`src/rtl/mrb_pkg.sv`:
```
package mrb_pkg;
   // Decoded bus actions, one clock wide except rd_active
   typedef struct packed {
      logic rd_active;
      logic rd_start;
      logic rd_end;
      logic wr_commit;
   } bus_act_t;
endpackage

```
`src/rtl/mrb_sync.sv`:
```
module mrb_sync #(
   parameter int          W       = 4,
   parameter int          STAGES  = 2,
   parameter logic [W-1:0] RST_VAL = '0
) (
   input  logic         clk,
   input  logic         rst_n,
   input  logic [W-1:0] d_i,
   output logic [W-1:0] q_o
);
   logic [W-1:0] stage_q [STAGES];

   generate
      if (STAGES < 2) begin : g_bad
         initial $error("mrb_sync: STAGES must be at least 2");
      end
      for (genvar s = 0; s < STAGES; s++) begin : g_stage
         always_ff @(posedge clk or negedge rst_n) begin
            if (!rst_n)      stage_q[s] <= RST_VAL;
            else if (s == 0) stage_q[s] <= d_i;
            else             stage_q[s] <= stage_q[s-1];
         end
      end
   endgenerate

   assign q_o = stage_q[STAGES-1];
endmodule

```
`src/rtl/mrb_decode.sv`:
```
module mrb_decode
   import mrb_pkg::*;
#(
   parameter int DW = 8
) (
   input  logic          clk,
   input  logic          rst_n,
   input  logic          ale_s,
   input  logic          cs_s,
   input  logic          rd_s,
   input  logic          wr_s,
   input  logic [DW-1:0] ad_s,
   output logic [DW-1:0] addr_o,
   output logic [DW-1:0] wdata_o,
   output bus_act_t      act_o
);
   logic rd_now, wr_now, rd_was, wr_was;

   // A strobe counts only with select and without the opposite strobe
   assign rd_now = rd_s & cs_s & ~wr_s;
   assign wr_now = wr_s & cs_s & ~rd_s;

   always_ff @(posedge clk or negedge rst_n) begin
      if (!rst_n) begin
         rd_was  <= 1'b0;
         wr_was  <= 1'b0;
         addr_o  <= '0;
         wdata_o <= '0;
      end else begin
         rd_was <= rd_now;
         wr_was <= wr_now;
         if (ale_s)  addr_o  <= ad_s;   // last value before the strobe falls stays
         if (wr_now) wdata_o <= ad_s;   // last value before the write ends stays
      end
   end

   assign act_o.rd_active = rd_now;
   assign act_o.rd_start  = rd_now & ~rd_was;
   assign act_o.rd_end    = rd_was & ~rd_now;
   assign act_o.wr_commit = wr_was & ~wr_now;
endmodule

```
`src/rtl/mrb_regfile.sv`:
```
module mrb_regfile
   import mrb_pkg::*;
#(
   parameter int          DW        = 8,
   parameter logic [DW-1:0] CTRL_ADDR = 8'h00,
   parameter logic [DW-1:0] STAT_ADDR = 8'h01,
   parameter logic [DW-1:0] CTRL_RST  = '0
) (
   input  logic          clk,
   input  logic          rst_n,
   input  logic [DW-1:0] addr_i,
   input  logic [DW-1:0] wdata_i,
   input  bus_act_t      act_i,
   input  logic [DW-1:0] event_i,
   output logic [DW-1:0] ctrl_o,
   output logic [DW-1:0] status_o,
   output logic [DW-1:0] rdata_o,
   output logic          oe_o
);
   logic [DW-1:0] ctrl_q, stat_q, clr_q, rdata_q, read_mux;
   logic          oe_q;

   always_comb begin
      if (addr_i == CTRL_ADDR)      read_mux = ctrl_q;
      else if (addr_i == STAT_ADDR) read_mux = stat_q;
      else                          read_mux = '0;
   end

   always_ff @(posedge clk or negedge rst_n) begin
      if (!rst_n) begin
         ctrl_q  <= CTRL_RST;
         stat_q  <= '0;
         clr_q   <= '0;
         rdata_q <= '0;
         oe_q    <= 1'b0;
      end else begin
         oe_q <= act_i.rd_active;
         if (act_i.wr_commit && addr_i == CTRL_ADDR) ctrl_q <= wdata_i;
         if (act_i.rd_start) begin
            rdata_q <= read_mux;
            clr_q   <= (addr_i == STAT_ADDR) ? stat_q : '0;
         end
         // new events outrank the clear
         stat_q <= (stat_q & ~(act_i.rd_end ? clr_q : '0)) | (event_i & ctrl_q);
      end
   end

   assign ctrl_o   = ctrl_q;
   assign status_o = stat_q;
   assign rdata_o  = rdata_q;
   assign oe_o     = oe_q;
endmodule

```
`src/rtl/mux_regbus_slave.sv`:
```
module mux_regbus_slave
   import mrb_pkg::*;
#(
   parameter int          DW          = 8,
   parameter int          SYNC_STAGES = 2,
   parameter logic [DW-1:0] CTRL_ADDR   = 8'h00,
   parameter logic [DW-1:0] STAT_ADDR   = 8'h01,
   parameter logic [DW-1:0] CTRL_RST    = '0
) (
   input  logic          clk,
   input  logic          rst_n,
   input  logic          ale_i,
   input  logic          cs_n_i,
   input  logic          rd_n_i,
   input  logic          wr_n_i,
   input  logic [DW-1:0] ad_i,
   output logic [DW-1:0] ad_out_o,
   output logic          ad_oe_o,
   input  logic [DW-1:0] irq_event_i,
   output logic [DW-1:0] ctrl_o
);
   localparam int SW = DW + 4;
   localparam logic [SW-1:0] SYNC_RST = {1'b0, 1'b1, 1'b1, 1'b1, {DW{1'b0}}};

   generate
      if (CTRL_ADDR == STAT_ADDR) begin : g_bad_map
         initial $error("mux_regbus_slave: register addresses collide");
      end
   endgenerate

   logic [SW-1:0] pins_w, pins_s;
   logic [DW-1:0] addr_w, wdata_w, status_w;
   bus_act_t      act_w;

   assign pins_w = {ale_i, cs_n_i, rd_n_i, wr_n_i, ad_i};

   mrb_sync #(.W(SW), .STAGES(SYNC_STAGES), .RST_VAL(SYNC_RST)) u_sync (
      .clk(clk), .rst_n(rst_n), .d_i(pins_w), .q_o(pins_s)
   );

   mrb_decode #(.DW(DW)) u_dec (
      .clk(clk), .rst_n(rst_n),
      .ale_s(pins_s[DW+3]), .cs_s(~pins_s[DW+2]),
      .rd_s(~pins_s[DW+1]), .wr_s(~pins_s[DW]),
      .ad_s(pins_s[DW-1:0]),
      .addr_o(addr_w), .wdata_o(wdata_w), .act_o(act_w)
   );

   mrb_regfile #(.DW(DW), .CTRL_ADDR(CTRL_ADDR), .STAT_ADDR(STAT_ADDR),
                 .CTRL_RST(CTRL_RST)) u_rf (
      .clk(clk), .rst_n(rst_n), .addr_i(addr_w), .wdata_i(wdata_w),
      .act_i(act_w), .event_i(irq_event_i), .ctrl_o(ctrl_o),
      .status_o(status_w), .rdata_o(ad_out_o), .oe_o(ad_oe_o)
   );
endmodule

```
`config.mk`:
```
export PLATFORM = sky130hd
export DESIGN_NAME = mux_regbus_slave
export DESIGN_NICKNAME = d
export VERILOG_FILES = /design/src/rtl/mrb_pkg.sv /design/src/rtl/mrb_sync.sv /design/src/rtl/mrb_decode.sv /design/src/rtl/mrb_regfile.sv /design/src/rtl/mux_regbus_slave.sv
export SDC_FILE = /design/constraint.sdc
export NUM_CORES = 1
export LEC_CHECK = 0
export ABC_CLOCK_PERIOD_IN_PS = 1750
export BUFFER_PORTS_ARGS = -buffer_cell sky130_fd_sc_hd__buf_2
export CAP_MARGIN = 25
export CORE_MARGIN = 2
export CORE_UTILIZATION = 58
export CTS_BUF_LIST = sky130_fd_sc_hd__clkbuf_8
export CTS_CLUSTER_SIZE = 10
export DETAILED_ROUTE_END_ITERATION = 12
export PLACE_DENSITY_LB_ADDON = 0.15
export SYNTH_ARGS = -nofsm -noshare
export SYNTH_HDL_FRONTEND = slang
export SYNTH_SLANG_ARGS = --single-unit
```
`constraint.sdc`:
```
create_clock -name clk -period 1.75 [get_ports clk]
set_input_delay 0.0875 -clock clk [delete_from_list [all_inputs] [get_ports clk]]
set_output_delay 0.0875 -clock clk [all_outputs]
set_load 0.05 [all_outputs]
```
# --- After elaboration in Yosys (flattened, before gate mapping) ---
# Index checks and enable logic that the tools add are counted.
classes:
  bitwise_logic: 17
  reduce_logical: 2
  muxes: 3
  n_eq_ne: 1
ops:
  columns: ["op", "n"]
  rows:
  - ["$mux 8", 3]
  - ["$and 8x8->8", 2]
  - ["$eq 8x1->1 const B", 1]
  - ["$logic_not 8->1", 1]
  - ["$not 8->8", 1]
  - ["$or 8x8->8", 1]
  - ["$and 1x1->1", 7]
  - ["$not 1->1", 6]
  - ["$logic_and 1x1->1", 1]
totals:
  word_cells: 33
  ff_bits: 74
  inputBits: 22
  out_inout_bits: 17

# --- Logic depth before layout (Yosys ltp) ---
# Gate-level depths: netlist of run 1.
depth:
  ltp_word: 9
  mapped_depth: 6
  ltp_nobuf: 3

# --- Modules after synthesis ---
# From an unflattened synthesis of run 1, not the netlist that was laid out.
unflattened:
  cells_unflattened: 205
  area_unflattened_um2: 2815.2
by_module_without_submodules:
  columns: ["module", "cells_per_inst", "instances", "area_per_inst_um2"]
  rows:
  - ["mrb_regfile", 123, 1, 1410.1]
  - ["mrb_sync", 36, 1, 698.2]
  - ["mrb_decode", 43, 1, 695.7]
  - ["mux_regbus_slave", 3, 1, 11.3]

# --- Least setup slack after synthesis of run 1 ---
# No wires, ideal clock.
synth_path:
  path_type: "register to register"
  from: "reg u_rf.oe_o (netlist name)"
  to: "reg u_rf.rdata_q[6] (netlist: u_rf.rdata_o[6])"
  path_stages_with_launch: 7
  arrival_time_ns: 1.619
  setup_ns: 0.124
  setup_slack_ns: 0.007
  period_less_slack_ns: 1.743
  cell_sequence: "dfrtp_1 -> buf_6 -> or4b_1 -> buf_2 -> buf_6 -> nand2_1 -> o21ai_1"
synth_lines:
  columns: ["element", "line_no", "rtl"]
  rows:
  - ["end signal, assigned", "mrb_regfile.sv:40", "rdata_q <= read_mux;"]
  - ["end, declared", "mrb_regfile.sv:20", "logic [DW-1:0] ctrl_q, stat_q, clr_q, rdata_q, read_mux;"]

# --- Worst setup path in the final report of run 1 ---
layout_path:
  from: "reg u_dec.addr_o[5]"
  to: "reg u_rf.clr_q[7]"
layout_via:
  elab_chain_cells: 2
layout_lines:
  columns: ["element", "line_no", "rtl"]
  rows:
  - ["start, declared", "mrb_decode.sv:13", "output logic [DW-1:0] addr_o,"]
  - ["start signal, assigned", "mrb_decode.sv:32", "if (ale_s) addr_o <= ad_s;"]
  - ["$eq 8x1->1", "mrb_regfile.sv:41", "clr_q <= (addr_i == STAT_ADDR) ? stat_q : '0;"]
  - ["$mux 8", "mrb_regfile.sv:41", null]
  - ["end signal, assigned", "mrb_regfile.sv:41", null]
  - ["end, declared", "mrb_regfile.sv:20", null]
# Every way passes these cells.
# A chain may end at the register's enable or synchronous reset.

==> results of run 1 <==
-- cells in the mapped netlist --
cell type  count
dfrtp_1       68
mux2_2        24
nand2_1       24
o21ai_1       10
nand3_1        9
a22o_1         8
mux2i_1        8
dfstp_2        6
o21ai_0        6
buf_2          2
buf_6          2
clkbuf_1       2
buf_4          1
inv_1          1
nand3_2        1
nand4b_4       1
nor2b_1        1
nor3_2         1
nor3b_1        1
nor4_4         1
nor4b_4        1
or3b_2         1
or4b_1         1
-- how the worst max path moves through the flow --
| stage | start | to | slack [ns] |
|---|---|---|---|
| after detailed placement | u_sync.q_o[9]$_DFF_PN1_ | u_rf.ctrl_o[7]$_DFFE_PN0P_ | 0.13 |
| after global routing | u_dec.addr_o[5]$_DFFE_PN0P_ | u_rf.clr_q[7]$_DFFE_PN0P_ | 0.03 |
| after floorplan | u_rf.oe_o$_DFF_PN0_ | u_rf.rdata_o[6]$_DFFE_PN0P_ | 0.007 |
| after global placement | u_sync.q_o[9]$_DFF_PN1_ | u_rf.ctrl_o[5]$_DFFE_PN0P_ | 0.23 |
| after CTS | u_dec.addr_o[5]$_DFFE_PN0P_ | u_rf.clr_q[7]$_DFFE_PN0P_ | 0.11 |
| final | u_dec.addr_o[5]$_DFFE_PN0P_ | u_rf.clr_q[7]$_DFFE_PN0P_ | 0.17 |
-- cell families after synthesis --
logic type	Yosys count	synth area share
compound gates	24	0.0563
buf+inv	8	0.0192
flops	74	0.697
mux	32	0.131
simple gates	42	0.0962
-- through the flow --
stage | worst slack, ns | hold slack (ns) | cell area (µm²) | power [mW]
after CTS | 0.110 | 0.00191 | 3380 | 3.89
after detailed placement | 0.130 | 0.118 | 2940 | 2.25
after global placement | 0.229 | 0.0996 | 2940 | 2.23
after floorplan | 0.00724 | -0.208 | 2670 | 2.12
after global routing | 0.0303 | 0.00815 | 3380 | 4.00
final | 0.165 | 0.0165 | 3380 | 3.86
-- power breakdown --
part | internal [mW] | total (mW) | switching (mW) | leakage (nW)
clock network | 1.02 | 1.61 | 0.586 | 0.127
registers | 1.85 | 1.95 | 0.0985 | 0.931
logic | 0.167 | 0.305 | 0.138 | 0.567
-- sequential cells by signal, summed over array words and instances (netlist names) --
signal / count
u_rf.clr_q: 8
u_rf.status_o: 8
u_sync.stage_q: 12
u_rf.oe_o: 1
u_rf.rdata_o: 8
u_rf.ctrl_o: 8
u_dec.wr_was: 1
u_sync.q_o: 12
u_dec.addr_o: 8
u_dec.wdata_o: 8
-- what timing repair did --
action | CTS | global route
hold endpoints to repair | 34 | 0
buffers inserted | 0 | 0
hold buffers | 19 | 0
-- routing by layer --
| layer | vias to the layer above | routed length [µm] | global-route usage |
|---|---|---|---|
| met5 | - | 0 | 0 |
| met4 | 0 | 118 | 0.107 |
| met3 | 12 | 203 | 0.0394 |
| met2 | 55 | 2550 | 0.372 |
| met1 | 836 | 2200 | 0.288 |
| li1 | 769 | - | - |
-- cell type report --
| cell class | instances | area share |
|---|---|---|
| clock buffer | 11 | 0.0447 |
| clock inverter | 5 | 0.0300 |
| inverter | 1 | 0.00111 |
| multi-input combinational | 98 | 0.224 |
| sequential | 74 | 0.550 |
| tap | 52 | 0.0192 |
| timing repair buffer | 64 | 0.132 |
==> results by group, run 1 <==
Die
  • Die Area: ~5200 µm²
  • Initial Util: 0.608
  • Core outline area: roughly 4400 µm²
  • Cell Rows: 24
  • Die Ht: around 72 µm
  • Die width: between 70 and 80 µm
  • # IOs: 39

STA
  • Final setup violation count: 0
  • Tmin final: between 1.5 and 2 ns
  • Worst-margin pin slew: ~0.57 ns
  • Max-slew violations: 0
  • Tcrit/Tclk final: 0.906
  • Final hold violations: 0
  • Max transition margin: 0.621
  • Final Skew: 0.00767 ns
  • Unrepaired setup endpoints after global routing: false
  • Peak Freq: around 630 MHz
  • Setup TNS: 0 ns

Global route
  • Vias in the first global route: 1,787
  • First-pass GRT wire length: between 8000 and 9000 µm
  • Gr usage total: 0.224
  • Largest net degree at the start of global routing: 36
  • Antenna violations before repair: 0
  • Grt total ovfl: 0

Power and ir drop
  • Peak VDD IR: 0.000705 V
  • Total leakage power: approximately 1.6 nW
  • PwrDens: about 1100 nW/µm²

Synth
  • Post-synth top area cell: dfrtp_1
  • Yosys warns: 0
  • Mapped Area: 2670 µm²
  • Post-synthesis cell count: 180
  • Top cell type's share of synthesized area: 0.638
  • Syn Nets: slightly above 200
  • Avg Cell Area, Syn: ~15 µm²
  • Share of the yosys chip area belonging to registers: 0.697
  • Post-synth cell types: 23
  • Synth area leaders: dfrtp_1 (64%), mux2_2 (10%), dfstp_2 (5.9%)
  • Synthesized flop and latch total: 74

Cells and area
  • Most common cell after layout, fill and taps aside: dfrtp_1
  • Util after Layout: 0.772
  • Synthesis-to-layout area growth: 26.8%
  • # fillers: between 200 and 300
  • Share of cells above drive strength 1: 0.379
  • Commonest cells after routing, fill and taps aside: dfrtp_1 (68), buf_2 (38), mux2_2 (24), nand2_1 (24), dlygate4sd3_1 (19)
  • # diodes: 0
  • Final nets: 270
  • Non-Filler Instances: roughly 300
  • Multi-input logic area: approximately 760 µm²
  • Reg area: 1860 µm²

Critical path
  • Worst reg2reg startpoint: u_dec.addr_o[5]$_DFFE_PN0P_
  • Req. time, crit path: around 2.0 ns
  • Critical Path End Type: flip-flop
  • Cell Chain, Critical Path: nor4_4 -> nand3_1 -> o21ai_0
  • Slowest CP cell: nor4_4
  • Worst R2R End: u_rf.clr_q[7]$_DFFE_PN0P_
  • CP top delay family: simple AND/OR/NAND/NOR gates
  • WP buf/inv: 0
  • Critical path peak fanout: 8
  • Worst R2R Path Depth: 3
  • Worst path depth: 3
  • Worst Path Class, Setup: reg -> reg
  • Crit path launch type: flip-flop
  • R2R Setup Slk: roughly 0.17 ns
  • Largest stage delay on the critical path: 0.45 ns
  • Critical path arrival: between 1.5 and 2 ns

CTS
  • Clock latency on the worst-skew pair: about 0.33 ns
  • CTS tree: built
  • Worst-path clk slew: 0.07 ns
  • CTS root buffer: clkbuf_8
  • Max Root-Sink Buffers: 2
  • Number of H-tree levels: 3
  • Clk sinks: 74
  • CTS Buf Count: 9
  • Post-CTS resize count: 0

Min path
  • Worst hold stages: 2
  • Hold endpoint: u_rf.status_o[2]$_DFF_PN0_
  • Worst min path class: in -> reg
  • Min-delay src: irq_event_i[2]

Route
  • Via/cell ratio: 5.48
  • Via count: about 1,700
  • 1st-pass router iterations: 4
  • Post-route ant nets: 0
  • DR WL/cell: around 17 µm
  • Detailed Route Iter0 Violations: 132
  • Routed WL: 5080 µm
  • Drt drc: 0

Status
  • Status: completed

Placement
  • Placer congestion estimate: between 0.7 and 0.8
  • Placed Cells incl. Taps: 270
  • Dpl hpwl: between 3000 and 4000 µm
  • PortBufs: 38

Flow run
  • Max_cap viols: 0
No activity file was read; power rests on OpenSTA's default activity.
==> inputs of run 2 (changes only) <==
--- a/config.mk
+++ b/config.mk
@@ -14,6 +14,7 @@
 export CTS_CLUSTER_SIZE = 10
 export DETAILED_ROUTE_END_ITERATION = 12
 export PLACE_DENSITY_LB_ADDON = 0.15
+export SETUP_SLACK_MARGIN = 0.2
 export SYNTH_ARGS = -nofsm -noshare
 export SYNTH_HDL_FRONTEND = slang
 export SYNTH_SLANG_ARGS = --single-unit
==> results by group, run 2 (synthesis gave the netlist of run 1 again) <==
Global route
  • Grt total ovfl: 0
  • Largest net degree at the start of global routing: 29
  • First-pass GRT wire length: roughly 8300 µm
  • Vias in the first global route: about 1,800
  • Antenna violations before repair: 0
  • Gr usage total: 0.223

Route
  • Routed WL: 4950 µm
  • DR WL/cell: roughly 16 µm
  • Drt drc: 0
  • 1st-pass router iterations: 4
  • Post-route ant nets: 0
  • Via/cell ratio: between 5 and 6
  • Detailed Route Iter0 Violations: between 90 and 100
  • Via count: roughly 1,700

Placement
  • PortBufs: 38
  • Placer congestion estimate: between 0.7 and 0.8
  • Dpl hpwl: about 3300 µm
  • Placed Cells incl. Taps: 270

Critical path
  • CP top delay family: simple AND/OR/NAND/NOR gates
  • Critical path peak fanout: 8
  • Crit path launch type: flip-flop
  • Req. time, crit path: 1.98 ns
  • Critical path arrival: ~1.7 ns
  • Worst path depth: 4
  • WP buf/inv: 1
  • Worst R2R Path Depth: 4
  • Largest stage delay on the critical path: 0.43 ns
  • Cell Chain, Critical Path: nor4_4 -> buf_4 -> nand4b_4 -> mux2_2
  • Worst Path Class, Setup: reg -> reg
  • Critical Path End Type: flip-flop
  • Slowest CP cell: dfrtp_1
  • Worst reg2reg startpoint: u_dec.addr_o[2]$_DFFE_PN0P_
  • CP startpoint: u_dec.addr_o[2]$_DFFE_PN0P_

Power and ir drop
  • Internal cell power: 2.83 mW
  • Clock power share: 0.384
  • Pwr Total: between 3 and 4 mW
  • Peak VDD IR: between 0.0009 and 0.001 V
  • PwrDens: approximately 1100 nW/µm²
  • Gate power share: 0.086
  • Share of power burned in registers: 0.530
  • Switching Share: 0.231
  • Net Sw Power: between 800 and 900 µW
  • Total leakage power: roughly 1.6 nW

CTS
  • Clk sinks: 74
  • CTS Buf Count: 9
  • CTS root buffer: clkbuf_8
  • Worst-path clk slew: 0.08 ns
  • Number of H-tree levels: 3
  • Max Root-Sink Buffers: 2
  • CTS tree: built
  • Clock latency on the worst-skew pair: 0.35 ns

Cells and area
  • Synthesis-to-layout area growth: 28.0%
  • Commonest cells after routing, fill and taps aside: dfrtp_1 (67), buf_2 (38), mux2_2 (24), nand2_1 (24), dlygate4sd3_1 (21)
  • # diodes: 0
  • Util after Layout: 0.779
  • Final nets: between 200 and 300
  • Non-Filler Instances: approximately 310
  • Most common cell after layout, fill and taps aside: dfrtp_1
  • # fillers: approximately 250
  • Share of cells above drive strength 1: 0.395

STA
  • Max-slew violations: 0
  • Worst-margin pin slew: 0.618 ns
  • Peak Freq: about 670 MHz
  • Final hold violations: 0
  • Final setup violation count: 0
  • Final Skew: between 0.01 and 0.015 ns
  • Setup TNS: 0 ns
  • Unrepaired setup endpoints after global routing: true
  • Tcrit/Tclk final: 0.859
  • Max transition margin: 0.588
  • Tmin final: approximately 1.5 ns

Die
  • Cell Rows: 24
  • Initial Util: 0.608
  • Core outline area: 4380 µm²
  • # IOs: 39
  • Die Area: approximately 5200 µm²
  • Die Ht: roughly 70 µm
  • Die width: slightly above 70 µm

Min path
  • Worst min path class: in -> async

Flow run
  • Max_cap viols: 0

Status
  • Status: completed
[run 2: timing repair]
action                                 CTS  global route
pin swaps                                1             0
endpoints found under the hold margin   38             0
gates resized for setup                  2             3
setup buffers                            1             0
setup endpoints to repair               11            12
hold buffers                            21             0
[run 2: layout make-up]
| cell class | instances | area [µm²] | share of cell area |
|---|---|---|---|
| clock buffer | 9 | 124 | 0.0363 |
| multi-input combinational | 98 | 777 | 0.228 |
| clock inverter | 7 | 93.8 | 0.0275 |
| tap | 52 | 65.1 | 0.0191 |
| inverter | 1 | 3.75 | 0.00110 |
| sequential | 74 | 1860 | 0.545 |
| timing repair buffer | 67 | 489 | 0.143 |
[run 2: layer usage]
layer,up-vias,global-route usage,part of all wire
met3,12,0.0900,0.057
met2,50,0.351,0.49
met4,0,0.101,0.022
li1,773,-,-
met5,-,0,0
met1,838,0.272,0.43
[run 2: path summary, 6_finish.rpt]
kind                                                    end  slack (ns)
worst max-delay path             u_rf.ctrl_o[1]$_DFFE_PN0P_        0.25
worst min-delay path             u_rf.status_o[1]$_DFF_PN0_        0.29
worst max register to register   u_rf.ctrl_o[1]$_DFFE_PN0P_        0.25
worst min register to register      u_sync.q_o[2]$_DFF_PN0_        0.35
max in group asynchronous       u_rf.rdata_o[2]$_DFFE_PN0P_        0.90
min in group clk                    u_sync.q_o[2]$_DFF_PN0_        0.35
[run 2: per-stage QoR]
stage | area [µm²] | setup WS, ns | hold slack [ns]
finish | 3410 | 0.247 | 0.285
detailed placement | 2950 | 0.164 | 0.133
floorplan | 2670 | 0.104 | -0.208
global route | 3410 | 0.177 | 0.326
global placement | 2950 | 0.215 | 0.117
CTS | 3400 | 0.251 | 0.293
[run 2: worst register-to-register path, cell delays in order, from the launching register on]
cell and delay (ns):
dfrtp_1 0.43, nor4_4 0.28, buf_4 0.18, nand4b_4 0.17
mux2_2 0.32
[run 2: power groups by stage]
stage	clock [mW]	sequential, mW	combinational [mW]
after global placement	0	1.97	0.265
after detailed placement	0	1.97	0.278
final	1.41	1.95	0.316
after global routing	1.52	1.96	0.349
after floorplan	0	1.96	0.161
after CTS	1.45	1.94	0.318
